$ cat config.mk
export PLATFORM = sky130hd
export DESIGN_NAME = tone_seq
export DESIGN_NICKNAME = d
export VERILOG_FILES = /design/src/rtl/tone_pkg.sv /design/src/rtl/tone_step_counter.sv /design/src/rtl/tone_pattern_rom.sv /design/src/rtl/tone_group.sv /design/src/rtl/tone_seq.sv
export SDC_FILE = /design/constraint.sdc
export NUM_CORES = 1
export LEC_CHECK = 0
export BUFFER_PORTS_ARGS = -buffer_cell sky130_fd_sc_hd__buf_2
export CAP_MARGIN = 20
export CELL_PAD_IN_SITES_DETAIL_PLACEMENT = 1
export CELL_PAD_IN_SITES_GLOBAL_PLACEMENT = 2
export CORE_ASPECT_RATIO = 1.4
export CORE_MARGIN = 10
export CORE_UTILIZATION = 25
export CTS_BUF_LIST = sky130_fd_sc_hd__clkbuf_4 sky130_fd_sc_hd__clkbuf_8
export DETAILED_ROUTE_END_ITERATION = 16
export GPL_TIMING_DRIVEN = 0
export MAX_ROUTING_LAYER = met4
export PLACE_DENSITY = 0.59
export SETUP_SLACK_MARGIN = 0.3
export SYNTH_ARGS = -nofsm -noshare
export SYNTH_HDL_FRONTEND = slang
export SYNTH_SLANG_ARGS = --single-unit
$ cat constraint.sdc
create_clock -name clk -period 2.2 [get_ports clk]
set_clock_uncertainty 0.1 [all_clocks]
set_input_delay 0.11 -clock clk [delete_from_list [all_inputs] [get_ports clk]]
set_output_delay 0.11 -clock clk [all_outputs]
set_load 0.01 [all_outputs]
$ cat src/rtl/tone_pkg.sv
package tone_pkg;

  // Largest number of notes one group may hold; periods are 16-bit fields.
  localparam int unsigned MAX_GROUP_NOTES = 16;
  localparam int unsigned PERIOD_BITS     = 16;
  localparam int unsigned PER_VEC_W       = MAX_GROUP_NOTES * PERIOD_BITS;

  function automatic int unsigned gcd_u(input int unsigned a_in, input int unsigned b_in);
    int unsigned a;
    int unsigned b;
    int unsigned t;
    a = a_in;
    b = b_in;
    while (b != 0) begin
      t = a % b;
      a = b;
      b = t;
    end
    return a;
  endfunction

  // Cycle length of a group: least common multiple of its note periods.
  function automatic int unsigned group_cycle(input logic [PER_VEC_W-1:0] per, input int unsigned n);
    int unsigned acc;
    int unsigned p;
    acc = 1;
    for (int unsigned i = 0; i < n; i++) begin
      p   = int'(per[i*PERIOD_BITS +: PERIOD_BITS]);
      acc = (acc / gcd_u(acc, p)) * p;
    end
    return acc;
  endfunction

  // Level of a note with period p at step k.
  function automatic logic tone_level(input int unsigned k, input int unsigned p);
    return ((k % p) < (p / 2)) ? 1'b1 : 1'b0;
  endfunction

endpackage

$ cat src/rtl/tone_step_counter.sv
module tone_step_counter #(
  parameter int unsigned CYCLE_LEN = 24,
  localparam int unsigned AW = (CYCLE_LEN > 1) ? $clog2(CYCLE_LEN) : 1
) (
  input  logic          clk,
  input  logic          rst,
  input  logic          en,
  output logic [AW-1:0] addr
);

  localparam logic [AW-1:0] LAST = AW'(CYCLE_LEN - 1);

  always_ff @(posedge clk) begin
    if (rst) begin
      addr <= '0;
    end else if (en) begin
      if (addr == LAST) addr <= '0;
      else              addr <= addr + 1'b1;
    end
  end

  // counter sits at step 0 once reset is released
  a_r1_counter_cleared: assert property (@(posedge clk) disable iff (rst)
    $fell(rst) |-> (addr == '0));

  // never leaves the group's cycle
  a_r2_in_range: assert property (@(posedge clk) disable iff (rst)
    addr <= LAST);

  // single-step advance inside the cycle
  a_r2_advance: assert property (@(posedge clk) disable iff (rst)
    (en && addr != LAST) |=> (addr == AW'($past(addr) + 1'b1)));

  // wrap to zero after the last step
  a_r2_wrap: assert property (@(posedge clk) disable iff (rst)
    (en && addr == LAST) |=> (addr == '0));

  // frozen while disabled
  a_r5_hold_addr: assert property (@(posedge clk) disable iff (rst)
    !en |=> $stable(addr));

endmodule

$ cat src/rtl/tone_pattern_rom.sv
module tone_pattern_rom
  import tone_pkg::*;
#(
  parameter int unsigned NOTES     = 3,
  parameter int unsigned CYCLE_LEN = 24,
  parameter logic [PER_VEC_W-1:0] PERIODS = '0,
  localparam int unsigned AW = (CYCLE_LEN > 1) ? $clog2(CYCLE_LEN) : 1
) (
  input  logic             clk,
  input  logic             rst,
  input  logic             en,
  input  logic [AW-1:0]    addr,
  output logic [NOTES-1:0] word
);

  logic [NOTES-1:0] mem [CYCLE_LEN];

  initial begin
    for (int unsigned k = 0; k < CYCLE_LEN; k++) begin
      for (int unsigned j = 0; j < NOTES; j++) begin
        mem[k][j] = tone_level(k, int'(PERIODS[j*PERIOD_BITS +: PERIOD_BITS]));
      end
    end
  end

  // Registered synchronous read with read enable: maps onto block RAM.
  always_ff @(posedge clk) begin
    if (rst)     word <= '0;
    else if (en) word <= mem[addr];
  end

  // outputs low when reset is released
  a_r1_word_cleared: assert property (@(posedge clk) disable iff (rst)
    $fell(rst) |-> (word == '0));

  // output frozen while disabled
  a_r5_hold_word: assert property (@(posedge clk) disable iff (rst)
    !en |=> $stable(word));

endmodule

$ cat src/rtl/tone_group.sv
module tone_group
  import tone_pkg::*;
#(
  parameter int unsigned NOTES = 3,
  parameter logic [PER_VEC_W-1:0] PERIODS = '0
) (
  input  logic             clk,
  input  logic             rst,
  input  logic             run,
  output logic [NOTES-1:0] notes
);

  localparam int unsigned CYCLE_LEN = group_cycle(PERIODS, NOTES);
  localparam int unsigned AW = (CYCLE_LEN > 1) ? $clog2(CYCLE_LEN) : 1;

  logic [AW-1:0] step;

  tone_step_counter #(.CYCLE_LEN(CYCLE_LEN)) u_cnt (
    .clk  (clk),
    .rst  (rst),
    .en   (run),
    .addr (step)
  );

  tone_pattern_rom #(
    .NOTES     (NOTES),
    .CYCLE_LEN (CYCLE_LEN),
    .PERIODS   (PERIODS)
  ) u_rom (
    .clk  (clk),
    .rst  (rst),
    .en   (run),
    .addr (step),
    .word (notes)
  );

endmodule

$ cat src/rtl/tone_seq.sv
module tone_seq
  import tone_pkg::*;
#(
  parameter int unsigned NUM_GROUPS      = 2,
  parameter int unsigned NOTES_PER_GROUP = 3,
  localparam int unsigned NUM_NOTES      = NUM_GROUPS * NOTES_PER_GROUP,
  parameter logic [NUM_NOTES*16-1:0] NOTE_PERIODS =
    {16'd3, 16'd7, 16'd5, 16'd8, 16'd6, 16'd4}
) (
  input  logic                 clk,
  input  logic                 rst,
  input  logic                 run,
  output logic [NUM_NOTES-1:0] notes
);

  localparam int unsigned GW = NOTES_PER_GROUP * PERIOD_BITS;

  for (genvar g = 0; g < NUM_GROUPS; g++) begin : g_grp
    localparam logic [PER_VEC_W-1:0] GPER =
      PER_VEC_W'(NOTE_PERIODS[g*GW +: GW]);

    tone_group #(
      .NOTES   (NOTES_PER_GROUP),
      .PERIODS (GPER)
    ) u_grp (
      .clk   (clk),
      .rst   (rst),
      .run   (run),
      .notes (notes[g*NOTES_PER_GROUP +: NOTES_PER_GROUP])
    );
  end

endmodule

==> key figures, run 1 <==
Critical path
  • Critical Path Fanout Max: 9
  • CP required: 2.25 ns
  • Setup CP Type: reg2reg
  • CP arrival: 1.96 ns
  • Worst setup EP type: flop
  • Startpoint types: flop

Pwr
  • Leak: 0.707 nW
  • Sw frac: 30.4%
  • Int Power: 0.000603 W
  • Pwr dens: 465 nW/um^2
  • Total power: 0.000867 W
  • VDD IR max: 195 uV
  • Clock power frac: 32.0%
  • Flop pwr share: 41.4%
  • NetSw: 0.000263 W
  • Comb pwr share: 26.6%

CTS
  • Worst-Skew Late Latency: ~0.26 ns
  • H-tree depth: 1
  • # hold bufs at CTS: 0
  • Sink Count: 18
  • CTS clock-pin slew for the worst setup and hold paths: 0.08 ns
  • TritonCTS clock tree: built
  • Clock buffer depth: 2
  • Clock Tree Root: clkbuf_8
  • TritonCTS Buffers: 3

Synth
  • FFs w/ async S/R, synth: 0%
  • Syn nets: 211
  • Number of synthesized flops with an enable pin: 0
  • Top_reg_cell synth: dfxtp_1
  • Post-Synthesis Cells: 198
  • Count leader, synth: nor2_1
  • Synth warn: 0
  • Synthesized area per cell: 7.66 sq um
  • Yosys top cell area share: 23.8%
  • Post-synthesis sequential area ratio: approximately a quarter
  • Post-synth top cells: 26 x nor2_1, 18 x dfxtp_1, 17 x nand2_1, 12 x inv_1
  • Dominant cell type by area after synthesis: dfxtp_1
  • Area of the mapped netlist: about 1500 sq um
  • Count of cell types in the netlist: 43
  • Seq cells post-synth: 18
  • Ranking of synthesized cells by area: dfxtp_1 24%, ha_1 8.3%, nor2_1 6.4%

Place
  • Hpwl dp: 3880 um
  • DP Worst Slack: -0.0744 ns
  • GPL Wtd Cong: between 0.8 and 0.9
  • Port Buffers: 8

Die
  • Initial Utilization: between 20 and 30%
  • CORE AREA: 5860 sq um
  • Total die area: between 9000 and 10000 sq um
  • IO Count: 9
  • Chip Height: 112 um
  • Die width: about 86 um
  • # rows: 33

Detailed routing
  • Antenna-violating nets left: 0
  • Post-Route WL: 5000 um
  • Routed wire per std cell: 17.6 um
  • 1st-iter DRT viols: 77
  • DRC viols: 0
  • DRT Pass-1 Iters: 6
  • DR vias: 1491
  • DR vias/cell: between 5 and 6

Global route
  • Total congestion overflow: 0
  • Gr usage total: 10.7%
  • Largest net degree at the start of global routing: 11
  • Vias in the first global route: 1517
  • Antenna violations before repair: 0
  • First-pass GRT wire length: between 8000 and 9000 um

Layout
  • Layout cells sized above 1: 24.2%
  • ANT cells: 0
  • Area grow syn2layout: 22.8%
  • Nets: 229

STA
  • Setup WS post-layout: 0.290 ns
  • Final min period: 1.91 ns
  • Final Hold Vio Count: 0
  • Max Slew Vio Count: 0
  • RSZ-0062 raised after global routing: true
  • Slew @ Worst Pin: 0.519 ns
  • Final period util: around 87%
  • Max transition margin: 65.4%
  • Setup-failing EPs final: 0
  • Fmax: around 520 MHz

Outcome
  • Outcome: completed

Flow run
  • Max-cap violation count: 0

Worst hold path
  • Min-delay worst type: in2reg
[flip-flops by register name, summed over array words and instances (netlist names)]
register                flops
g_grp.u_grp.u_cnt.addr     12
g_grp.u_grp.u_rom.word      6
[critical path, stage by stage (launching register included)]
cell and delay, ns:
dfxtp_4 0.37, buf_8 0.12, buf_4 0.17, xnor2_1 0.17, a311o_1 0.36, o311a_1 0.29, a31o_1 0.22
[repair_timing]
item,in CTS,in global routing
hold endpoints to repair,0,0
resized for setup,17,11
setup endpoints to repair,10,10
buffers inserted,5,0
pin swaps,6,2
[cells in the final DEF, fill, tap and decap left out, types with 3 or more instances in the layout]
| cell type | instances |
|---|---|
| mux2i_1 | 8 |
| o21ai_0 | 10 |
| buf_2 | 14 |
| a21oi_1 | 11 |
| nor2b_1 | 3 |
| nor3_1 | 5 |
| nand2_1 | 16 |
| a211oi_1 | 6 |
| buf_4 | 6 |
| ha_1 | 8 |
| inv_1 | 10 |
| xnor2_1 | 9 |
| clkbuf_8 | 4 |
| nand2b_1 | 5 |
| nor2_1 | 25 |
| nand3_1 | 5 |
| buf_6 | 3 |
| dfxtp_1 | 15 |
[stage by stage]
stage / util (%) / std cells / hold WS (ns) / cell area [sq um] / TNS, ns
after floorplan: - / 198 / 0.230 / 1530 / 0
after global placement: 28.3 / 276 / 0.369 / 1660 / -0.0802
after global routing: 31.8 / 285 / 0.156 / 1860 / 0
final: 31.8 / 285 / 0.139 / 1860 / 0
after detailed placement: 28.3 / 276 / 0.378 / 1660 / -0.402
after CTS: 31.0 / 285 / 0.130 / 1820 / 0
[final cells by class]
class                           count  area (sq um)
Buffer                             15           106
Clock buffer                        4          55.1
Fill cell                         731          4000
Inverter                           12          50.0
Multi-Input combinational cell    153          1120
Sequential cell                    18           369
Tap cell                           70          87.6
Timing Repair Buffer               13          77.6
[metal layers]
layer / share of wire [%] / vias up / track usage [%]
met2: 49 / 16 / 17.6
met4: 1.6 / 0 / 3.41
li1: - / 745 / -
met5: 0 / - / -
met1: 48 / 726 / 13.2
met3: 1.5 / 4 / 0.868
[cells by family after synthesis]
| family | synth area share [%] |
|---|---|
| muxes | 7.43 |
| buffers and inverters | 9.24 |
| xor gates and xnor gates | 5.20 |
| adders and majority gates | 8.25 |
| and+or+nand+nor | 22.5 |
| DFF | 23.8 |
| AOI/OAI and AO/OA | 23.6 |
[power groups by stage]
stage | clock, W | sequential [W] | combinational (W)
CTS | 0.000291 | 0.000359 | 0.000227
global route | 0.000296 | 0.000361 | 0.000254
floorplan | 0 | 0.000367 | 0.000132
global placement | 0 | 0.000365 | 0.000195
finish | 0.000277 | 0.000358 | 0.000231
detailed placement | 0 | 0.000366 | 0.000196
[worst paths after layout]
| kind | from | end | slack, ns | cells past startpoint |
|---|---|---|---|---|
| worst min-delay path | rst | g_grp[1].u_grp.u_rom.word[1] | 0.14 | 4 |
| worst min register to register | g_grp[0].u_grp.u_rom.word[1] | g_grp[0].u_grp.u_rom.word[1] | 0.38 | 2 |
| worst max register to register | g_grp[1].u_grp.u_cnt.addr[1] | g_grp[1].u_grp.u_rom.word[0] | 0.29 | 6 |
| worst max-delay path | g_grp[1].u_grp.u_cnt.addr[1] | g_grp[1].u_grp.u_rom.word[0] | 0.29 | 6 |
Power figures use the tool's default switching activity.
==> run 2: changes to the inputs <==
--- a/config.mk
+++ b/config.mk
@@ -10,7 +10,7 @@
 export CELL_PAD_IN_SITES_DETAIL_PLACEMENT = 1
 export CELL_PAD_IN_SITES_GLOBAL_PLACEMENT = 2
 export CORE_ASPECT_RATIO = 1.4
-export CORE_MARGIN = 10
+export CORE_MARGIN = 3
 export CORE_UTILIZATION = 25
 export CTS_BUF_LIST = sky130_fd_sc_hd__clkbuf_4 sky130_fd_sc_hd__clkbuf_8
 export DETAILED_ROUTE_END_ITERATION = 16
==> key figures, run 2 (synthesis gave the netlist of run 1 again) <==
STA
  • Setup-failing EPs final: 0
  • Max Slew Vio Count: 0
  • RSZ-0062 raised after global routing: true
  • Slew @ Worst Pin: roughly 0.53 ns
  • Final Hold Vio Count: 0
  • Final min period: 1.92 ns
  • Final period util: 87.2%
  • Fmax: 521 MHz
  • Max transition margin: around 65%

Place
  • Port Buffers: 8
  • GPL Wtd Cong: between 0.8 and 0.9
  • Hpwl dp: between 3000 and 4000 um
  • Post-placement cell area: 1660 sq um

CTS
  • Worst-Skew Late Latency: 0.26 ns
  • TritonCTS clock tree: built
  • CTS clock-pin slew for the worst setup and hold paths: ~0.070 ns
  • Clock Tree Root: clkbuf_8
  • H-tree depth: 1
  • TritonCTS Buffers: 3
  • # hold bufs at CTS: 0
  • Sink Count: 18
  • Clock buffer depth: 2

Flow run
  • Max-cap violation count: 0

Layout
  • Fillers: 690
  • Largest register FFs: 12
  • Area occupied by multi-input gates: 1150 sq um
  • Biggest regs: g_grp.u_grp.u_cnt.addr: 12 flops, g_grp.u_grp.u_rom.word: 6 flops
  • Most frequent cells in the layout: 24 x nor2_1, 16 x nand2_1, 15 x dfxtp_1, 14 x buf_2, 10 x inv_1
  • Commonest non-fill, non-tap cell in the layout: nor2_1
  • ANT cells: 0
  • Post-route cell area: 1900 sq um
  • Nets: 230
  • Area grow syn2layout: 25.4%
  • FF+latch area: 369 sq um
  • Layout cells sized above 1: 26.9%
  • Top reg by flops: g_grp.u_grp.u_cnt.addr
  • Final core utilization: 33.5%

Critical path
  • Slowest cell delay on critical path: approximately 0.37 ns
  • Top Family by Delay on Critical Path: compound AO/OA/AOI/OAI gates
  • Critical Path Fanout Max: 9
  • CP required: approximately 2.3 ns
  • CP bufs+invs: 2
  • Startpoint types: flop
  • R2R Setup Slk: 0.28 ns
  • Worst Setup SP: g_grp[1].u_grp.u_cnt.addr[1]
  • R2R Path End: g_grp[1].u_grp.u_rom.word[0]
  • CP max stage cell: dfxtp_4
  • CP arrival: 1.97 ns
  • Worst Reg2Reg Path Length in Cells: 6
  • Reg2reg start: g_grp[1].u_grp.u_cnt.addr[1]
  • Worst setup EP type: flop
  • Setup CP Type: reg2reg
  • Worst path cell trace: buf_8, buf_4, xnor2_2, a311o_1, o311a_1, a31o_1

Global route
  • Largest net degree at the start of global routing: 11
  • GR Util met3: under 10%
  • Total congestion overflow: 0
  • First-pass GRT wire length: 8340 um
  • Global routing's busiest layer: met2
  • Gr usage total: roughly 15%
  • Met1 usage: 18.6%
  • Antenna violations before repair: 0
  • Met2 usage: a little over a quarter
  • Vias in the first global route: 1565

Detailed routing
  • 1st-iter DRT viols: 50
  • Post-Route WL: about 4900 um
  • DRC viols: 0
  • Routed wire per std cell: 17.4 um
  • DRT Pass-1 Iters: 4
  • DR vias/cell: 5.29
  • Antenna-violating nets left: 0
  • DR vias: 1501

Die
  • Total die area: between 7000 and 8000 sq um
  • CORE AREA: between 5000 and 6000 sq um
  • Initial Utilization: about a quarter
  • IO Count: 9
  • Die width: 71.8 um
  • # rows: 32
  • Chip Height: 98.2 um

Pwr
  • Leak: 0.709 nW
  • VDD IR max: 162 uV
  • Pwr dens: 464 nW/um^2
  • Total power: 0.000882 W

Worst hold path
  • Hold path startpoint: rst
  • Min-delay worst type: in2reg
  • Worst Hold Path EP: g_grp[1].u_grp.u_rom.word[1]
  • Hold Crit Depth: 4

Outcome
  • Outcome: completed
==> run 2: final cells by class <==
cell class / count / share of cell area, %
sequential: 18 / 19.4
timing repair buffer: 14 / 4.47
clock buffer: 4 / 2.89
multi-input combinational: 153 / 60.3
buffer: 15 / 5.79
tap: 68 / 4.47
inverter: 12 / 2.70
==> run 2: timing repair <==
item / in CTS / in global routing
cloned: 0 / 0
resized for setup: 15 / 21
buffers inserted: 4 / 2
endpoints found under the setup margin: 10 / 10
pin swaps: 2 / 9
==> run 2: stage by stage <==
| stage | worst slack, ns | hold slack, ns | TNS [ns] | std cells |
|---|---|---|---|---|
| after floorplan | 0.310 | 0.230 | 0 | 198 |
| after global placement | -0.0379 | 0.368 | -0.198 | 274 |
| after detailed placement | -0.0659 | 0.378 | -0.320 | 274 |
| after CTS | 0.272 | 0.133 | 0 | 282 |
| after global routing | 0.194 | 0.161 | 0 | 284 |
| final | 0.281 | 0.131 | 0 | 284 |
==> run 2: layer usage <==
layer	share of wire, %	up-vias	wire [um]
met5	0	-	0
met4	1.7	0	85
met3	1.8	7	87
met2	52	16	2580
met1	44	732	2190
li1	-	746	-
==> run 2: worst max-delay path by stage <==
stage | to | slack (ns) | cells after the start
CTS | g_grp[1].u_grp.u_rom.word[0] | 0.27 | 8
global placement | g_grp[1].u_grp.u_rom.word[0] | -0.04 | 7
floorplan | g_grp[1].u_grp.u_rom.word[0] | 0.31 | 7
finish | g_grp[1].u_grp.u_rom.word[0] | 0.28 | 6
detailed placement | g_grp[1].u_grp.u_cnt.addr[2] | -0.07 | 6
global route | g_grp[1].u_grp.u_rom.word[0] | 0.19 | 7
==> run 2: worst min-delay path, stage by stage <==
cell     delay [ns]
buf_2          0.10
a211o_1        0.10
a41o_1         0.09
nor3_1         0.04
==> run 2: report_power, final <==
group | total (W) | leakage [nW] | switching, W | internal, W
combinational | 0.000244 | 0.531 | 0.000135 | 0.000109
sequential | 0.000358 | 0.149 | 0.0000154 | 0.000343
clock | 0.000280 | 0.0288 | 0.000121 | 0.000159
total | 0.000882 | 0.709 | 0.000271 | 0.000611
